$ cat config.mk
export PLATFORM = sky130hd
export DESIGN_NAME = dcs_chain_seq
export DESIGN_NICKNAME = d
export VERILOG_FILES = /design/src/rtl/dcs_pkg.sv /design/src/rtl/dcs_half_timer.sv /design/src/rtl/dcs_frame_store.sv /design/src/rtl/dcs_shifter.sv /design/src/rtl/dcs_chain_seq.sv
export SDC_FILE = /design/constraint.sdc
export NUM_CORES = 1
export LEC_CHECK = 0
export BUFFER_PORTS_ARGS = -buffer_cell sky130_fd_sc_hd__buf_2
export CORE_ASPECT_RATIO = 0.5
export CORE_MARGIN = 2
export CORE_UTILIZATION = 40
export CTS_CLUSTER_SIZE = 28
export DETAILED_ROUTE_END_ITERATION = 12
export PLACE_DENSITY = 0.57
export RECOVER_POWER = 50
export SLEW_MARGIN = 25
export SYNTH_ARGS = -nofsm -noshare
export SYNTH_HDL_FRONTEND = slang
export SYNTH_SLANG_ARGS = --single-unit
$ cat constraint.sdc
create_clock -name clk -period 1.8 [get_ports clk]
set_input_delay 0.09 -clock clk [delete_from_list [all_inputs] [get_ports clk]]
set_output_delay 0.09 -clock clk [all_outputs]
set_load 0.01 [all_outputs]
$ cat src/rtl/dcs_pkg.sv
package dcs_pkg;
    typedef enum logic [1:0] {
        ST_IDLE  = 2'd0,
        ST_SHIFT = 2'd1,
        ST_HOLD  = 2'd2
    } dcs_state_t;
endpackage

$ cat src/rtl/dcs_half_timer.sv
// Counts HALF_DIV system clocks per serial-clock half period while run is high.
module dcs_half_timer #(
    parameter int HALF_DIV = 3
) (
    input  logic clk,
    input  logic rst_n,
    input  logic run,
    output logic tick
);
    localparam int CW = (HALF_DIV > 1) ? $clog2(HALF_DIV) : 1;
    localparam logic [CW-1:0] LAST = CW'(HALF_DIV - 1);

    logic [CW-1:0] cnt_q;

    always_ff @(posedge clk or negedge rst_n) begin
        if (!rst_n)
            cnt_q <= '0;
        else if (!run || cnt_q == LAST)
            cnt_q <= '0;
        else
            cnt_q <= cnt_q + 1'b1;
    end

    assign tick = run && (cnt_q == LAST);
endmodule

$ cat src/rtl/dcs_frame_store.sv
// One register per device; the chain vector places the highest index in the top bits.
module dcs_frame_store #(
    parameter int NUM_DEV = 3,
    parameter int FRAME_W = 16
) (
    input  logic                         clk,
    input  logic                         rst_n,
    input  logic                         wr_en,
    input  logic [FRAME_W-1:0]           wr_data,
    input  logic                         clear,
    output logic                         full,
    output logic [NUM_DEV*FRAME_W-1:0]   chain
);
    localparam int CNT_W = $clog2(NUM_DEV + 1);
    localparam logic [CNT_W-1:0] FULL_CNT = CNT_W'(NUM_DEV);

    logic [CNT_W-1:0]   cnt_q;
    logic [FRAME_W-1:0] mem_q [NUM_DEV];

    assign full = (cnt_q == FULL_CNT);

    always_ff @(posedge clk or negedge rst_n) begin
        if (!rst_n)
            cnt_q <= '0;
        else if (clear)
            cnt_q <= '0;
        else if (wr_en && !full)
            cnt_q <= cnt_q + 1'b1;
    end

    for (genvar g = 0; g < NUM_DEV; g++) begin : g_entry
        always_ff @(posedge clk or negedge rst_n) begin
            if (!rst_n)
                mem_q[g] <= '0;
            else if (wr_en && !full && cnt_q == CNT_W'(g))
                mem_q[g] <= wr_data;
        end
        assign chain[(g+1)*FRAME_W-1 -: FRAME_W] = mem_q[g];
    end
endmodule

$ cat src/rtl/dcs_shifter.sv
// Parallel-load, shift-left register; the top bit drives the serial line.
module dcs_shifter #(
    parameter int WIDTH = 48
) (
    input  logic             clk,
    input  logic             rst_n,
    input  logic             load,
    input  logic [WIDTH-1:0] par_in,
    input  logic             shift,
    output logic             bit_out
);
    logic [WIDTH-1:0] sr_q;

    always_ff @(posedge clk or negedge rst_n) begin
        if (!rst_n)
            sr_q <= '0;
        else if (load)
            sr_q <= par_in;
        else if (shift)
            sr_q <= {sr_q[WIDTH-2:0], 1'b0};
    end

    assign bit_out = sr_q[WIDTH-1];
endmodule

$ cat src/rtl/dcs_chain_seq.sv
module dcs_chain_seq #(
    parameter int NUM_DEV      = 3,
    parameter int FRAME_W      = 16,
    parameter int HALF_DIV     = 3,
    parameter int HOLD_PERIODS = 2
) (
    input  logic               clk,
    input  logic               rst_n,
    input  logic               load_valid,
    input  logic [FRAME_W-1:0] load_data,
    output logic               load_ready,
    input  logic               start,
    output logic               busy,
    output logic               done,
    output logic               ser_clk,
    output logic               ser_frame_n,
    output logic               ser_data
);
    import dcs_pkg::*;

    localparam int TOTAL      = NUM_DEV * FRAME_W;
    localparam int BIT_W      = (TOTAL > 1) ? $clog2(TOTAL) : 1;
    localparam int HOLD_TICKS = 2 * HOLD_PERIODS;
    localparam int HOLD_W     = (HOLD_TICKS > 1) ? $clog2(HOLD_TICKS) : 1;
    localparam logic [BIT_W-1:0]  LAST_BIT  = BIT_W'(TOTAL - 1);
    localparam logic [HOLD_W-1:0] LAST_HOLD = HOLD_W'(HOLD_TICKS - 1);

    dcs_state_t state_q, state_nx;

    logic                     tick;
    logic                     full;
    logic [TOTAL-1:0]         chain;
    logic                     start_ok;
    logic                     shift_en;
    logic                     last_bit;
    logic                     sclk_q, frame_q, done_q, phase_low_q;
    logic [BIT_W-1:0]         bit_idx_q;
    logic [HOLD_W-1:0]        hold_q;

    assign busy       = (state_q != ST_IDLE);
    assign load_ready = (state_q == ST_IDLE) && !full;
    assign start_ok   = start && (state_q == ST_IDLE) && full;
    assign last_bit   = (bit_idx_q == LAST_BIT);
    assign shift_en   = (state_q == ST_SHIFT) && tick && phase_low_q && !last_bit;

    dcs_half_timer #(.HALF_DIV(HALF_DIV)) u_timer (
        .clk   (clk),
        .rst_n (rst_n),
        .run   (busy),
        .tick  (tick)
    );

    dcs_frame_store #(.NUM_DEV(NUM_DEV), .FRAME_W(FRAME_W)) u_store (
        .clk     (clk),
        .rst_n   (rst_n),
        .wr_en   (load_valid && load_ready),
        .wr_data (load_data),
        .clear   (start_ok),
        .full    (full),
        .chain   (chain)
    );

    dcs_shifter #(.WIDTH(TOTAL)) u_shift (
        .clk     (clk),
        .rst_n   (rst_n),
        .load    (start_ok),
        .par_in  (chain),
        .shift   (shift_en),
        .bit_out (ser_data)
    );

    // State register
    always_ff @(posedge clk or negedge rst_n) begin
        if (!rst_n)
            state_q <= ST_IDLE;
        else
            state_q <= state_nx;
    end

    // Transitions
    always_comb begin
        state_nx = state_q;
        unique case (state_q)
            ST_IDLE:  if (start_ok) state_nx = ST_SHIFT;
            ST_SHIFT: if (tick && phase_low_q && last_bit) state_nx = ST_HOLD;
            ST_HOLD:  if (tick && hold_q == LAST_HOLD) state_nx = ST_IDLE;
            default:  state_nx = ST_IDLE;
        endcase
    end

    // Registered outputs and counters
    always_ff @(posedge clk or negedge rst_n) begin
        if (!rst_n) begin
            sclk_q      <= 1'b1;
            frame_q     <= 1'b1;
            done_q      <= 1'b0;
            phase_low_q <= 1'b0;
            bit_idx_q   <= '0;
            hold_q      <= '0;
        end else begin
            done_q <= 1'b0;
            unique case (state_q)
                ST_IDLE: begin
                    if (start_ok) begin
                        frame_q     <= 1'b0;
                        sclk_q      <= 1'b1;
                        phase_low_q <= 1'b0;
                        bit_idx_q   <= '0;
                    end
                end
                ST_SHIFT: begin
                    if (tick) begin
                        if (!phase_low_q) begin
                            sclk_q      <= 1'b0;
                            phase_low_q <= 1'b1;
                        end else begin
                            sclk_q      <= 1'b1;
                            phase_low_q <= 1'b0;
                            if (last_bit) begin
                                frame_q <= 1'b1;
                                done_q  <= 1'b1;
                                hold_q  <= '0;
                            end else begin
                                bit_idx_q <= bit_idx_q + 1'b1;
                            end
                        end
                    end
                end
                ST_HOLD: begin
                    if (tick)
                        hold_q <= hold_q + 1'b1;
                end
                default: ;
            endcase
        end
    end

    assign ser_clk     = sclk_q;
    assign ser_frame_n = frame_q;
    assign done        = done_q;
endmodule

==> flow_summary_export.csv <==
group,metric,value,unit
clock_network,htree_levels,4,
cells_and_area,stdcell_count,619,
grt,first_global_vias,3318,
cells_and_area,antenna_cells,0,
synthesis,synth_seq_cells,114,
synthesis,synth_most_common_cell,"mux2_2",
timing,rsz0062_at_grt,"true",
timing,post-route-min-period,1.792,ns
clock_network,clk_pin_slew,0.05,ns
synthesis,synth_edf_count,0,
synthesis,synth-async-reset-ratio,100.0,%
clock_network,cts_buffers,17,
synthesis,syn_inst,353,
timing,clock_skew,0.01161,ns
grt,grt_start_max_net_pins,41,
critical_path,path_max_fanout,6,
critical_path,worstSetupStartpoint,"bit_idx_q[0]",
synthesis,synthTopCellsByCount,"140 x mux2_2, 112 x dfrtp_1, 8 x inv_1, 8 x nand2_1",
floorplan,dieArea,13860,µm²
synthesis,yosys.area_share.adder,1.699,%
critical_path,crit_path_start_kind,"flip-flop",
cells_and_area,final_net_count,464,
cells_and_area,utilization,55.33,%
synthesis,synth.top_cell.area_share,54.38,%
critical_path,cp_cell_sequence,"ha_1 -> and3_4 -> a22oi_2 -> buf_6 -> clkbuf_16 -> mux2_4",
placed_design,port-buffer-count,25,
synthesis,synth-main-ff-cell,"dfrtp_1",
clock_network,cts_tree,"yes",
critical_path,worstRegToRegCells,6,
timing,setup_violations,0,
synthesis,yosys-mux-area-fraction,31.63,%
power,irDropWorstVdd,0.7052,mV
floorplan,core,12630,µm²
run_status,outcome,"complete, no violations",
floorplan,start_util,40.81,%
critical_path,r2r_end,"u_shift.sr_q[21]",
critical_path,worst-setup-path-type,"flip-flop to flip-flop",
clock_network,clock_latency,0.42,ns
cells_and_area,area_growth,35.57,%
power,p_per_area,1670,nW/µm²
routing,dr.pass1.iters,5,
cells_and_area,drive_gt1_share,56.12,%
routing,postRouteWirelength,11.60,mm
placed_design,dpl.cell_count,552,
synthesis,yosysSeqAreaShare,55.40,%
timing,maxSlewHeadroom,32.72,%
grt,grt-ovfl-total,0,
timing,finalCritPeriodShare,99.58,%
critical_path,required,2.09,ns
grt,grt_pass1_wl,17.15,mm
placed_design,dpl_cell_area,5644,µm²
timing,drv_slew,0,
min_path,hold_path_startpoint,"load_valid",
grt,track_usage,16.27,%
timing,worst_pin_slew,1.009,ns
routing,via_per_inst,5.082,
routing,drt_iter0_markers,134,
floorplan,rows,29,
routing,wire_per_inst,18.73,µm
critical_path,cp_slowest_cell,"dfrtp_1",
power,finalPower,11.67,mW
synthesis,synth_cell_types,43,
cells_and_area,stdcell_area,6987,µm²
floorplan,die_width,164.5,µm
synthesis,synth_compound_area_share,3.083,%
synthesis,syn-cell-area,5154,µm²
critical_path,endpoint_kind,"flip-flop",
synthesis,synth.area.top_cells,"dfrtp_1 54%, mux2_2 31%, ha_1 1.7%",
synthesis,synth-simple-area-share,4.807,%
synthesis,synth-xor-area-share,0.3399,%
floorplan,boundaryPins,26,
critical_path,rrSetupSlack,0.008,ns
clock_network,numClockSinks,114,
min_path,min_path_type,"input port to flip-flop",
clock_network,root_buffer,"clkbuf_16",
synthesis,synth_top_family_by_area,"multiplexers",
critical_path,arrival,2.08,ns
critical_path,r2r-start,"bit_idx_q[0]",
synthesis,avgSynthCellArea,14.60,µm²
routing,drc,0,
min_path,hold_depth,4,
timing,finalSetupTns,0,ns
grt,antenna_found_initial,0,
min_path,holdPathEnd,"u_store.cnt_q[1]",
timing,hold_viol,0,
timing,max_freq,557.9,MHz
flow_run,maxCapViolCount,0,
clock_network,cts_buffer_depth,2,
placed_design,gp_congestion,0.7555,
routing,dr_total_vias,3146,
synthesis,yosys.area.top_type,"dfrtp_1",
power,p_leak,3.330,nW
routing,ant_nets,0,
critical_path,cpPeakStageDelay,0.38,ns
floorplan,die_y,84.27,µm
synthesis,yosys_warnings,0,
placed_design,dpl.hpwl,6.059,mm
synthesis,synth_nets,380,
-- registers in the layout, summed over array words and instances, names as in the netlist --
name and cells:
u_timer.cnt_q 2, u_store.cnt_q 2, done 1, u_store.chain 48, ser_clk 1, ser_frame_n 1
bit_idx_q 6, hold_q 2, state_q 2, phase_low_q 1, u_shift.sr_q 48
-- worst max-delay path by stage --
stage,end,slack (ns)
floorplan,u_shift.sr_q[10],-0.01
global placement,u_shift.sr_q[6],-0.03
detailed placement,u_shift.sr_q[6],-0.04
CTS,u_shift.sr_q[1],-0.006
global route,u_shift.sr_q[31],-0.06
finish,u_shift.sr_q[21],0.008
-- final cells by class --
class	instances	area, µm²
repair buffers	82	843.3
clock buffers	21	460.4
flip-flops and latches	114	2856
fillers	1005	5640
inverters	8	30.03
clock inverters	10	205.2
multi-input cells	214	2379
well taps	170	212.7
-- per-stage QoR --
| step | setup slack (ns) | hold slack, ns |
|---|---|---|
| 2_1_floorplan | -0.01342 | -0.2056 |
| 3_3_place_gp | -0.02518 | 0.09877 |
| 3_5_place_dp | -0.04435 | 0.1084 |
| 4_1_cts | -0.006409 | 0.1477 |
| 5_1_grt | -0.05627 | 0.1776 |
| 6_report | 0.007536 | 0.1638 |
-- kinds of logic (layout without fill, tap and decap cells) --
kind of cell               after synthesis  count (layout)
muxes                                  145             145
DFF                                    114             114
and+or+nand+nor                         37              37
buffers and inverters                   25             121
AOI/OAI and AO/OA                       23              23
adders and majority gates                7               7
xor gates and xnor gates                 2               2
-- timing repair --
item | 4_1_cts | 5_1_grt
gates cloned | 1 | 8
setup endpoints to repair | 95 | 95
buffers inserted | 4 | 6
endpoints found under the hold margin | 86 | 0
pin swaps | 3 | 5
hold buffers | 17 | 0
resized for setup | 4 | 59
-- power by group --
group	total (mW)	switching, mW	leakage [nW]	internal (mW)
logic	3.61	1.37	1.54	2.24
registers	4.25	0.603	1.47	3.64
clock network	3.81	1.15	0.319	2.65
total	11.7	3.12	3.33	8.54
-- per-layer routing --
metal | track usage [%] | vias up | part of all wire [%] | routed length, µm
li1 | - | 1446 | - | -
met1 | 21.86 | 1637 | 51 | 5882
met2 | 24.91 | 53 | 45 | 5160
met3 | 4.842 | 10 | 3.5 | 408
met4 | 6.403 | 0 | 1.2 | 144
met5 | 0 | - | 0 | 0
-- layout by cell type (no fill, tap or decap), types with 3 or more instances in the layout --
master / count
bufinv_16: 6
nor2_1: 6
dfrtp_1: 111
buf_12: 8
o21ai_0: 6
mux2_4: 48
clkbuf_16: 23
buf_6: 6
buf_2: 24
nand3b_1: 3
nand3_1: 3
dlygate4sd3_1: 17
ha_1: 5
nor3_1: 3
mux2_2: 95
inv_1: 8
buf_4: 19
nand2_1: 8
-- critical path, delay by kind of cell (launching register included) --
family	cells	cell delay [ns]
flops	1	0.38
buf+inv	2	0.37
mux	1	0.30
fa+ha+maj	1	0.23
simple gates	1	0.20
compound gates	1	0.20
Note: power is estimated with default switching activity, not from simulation.
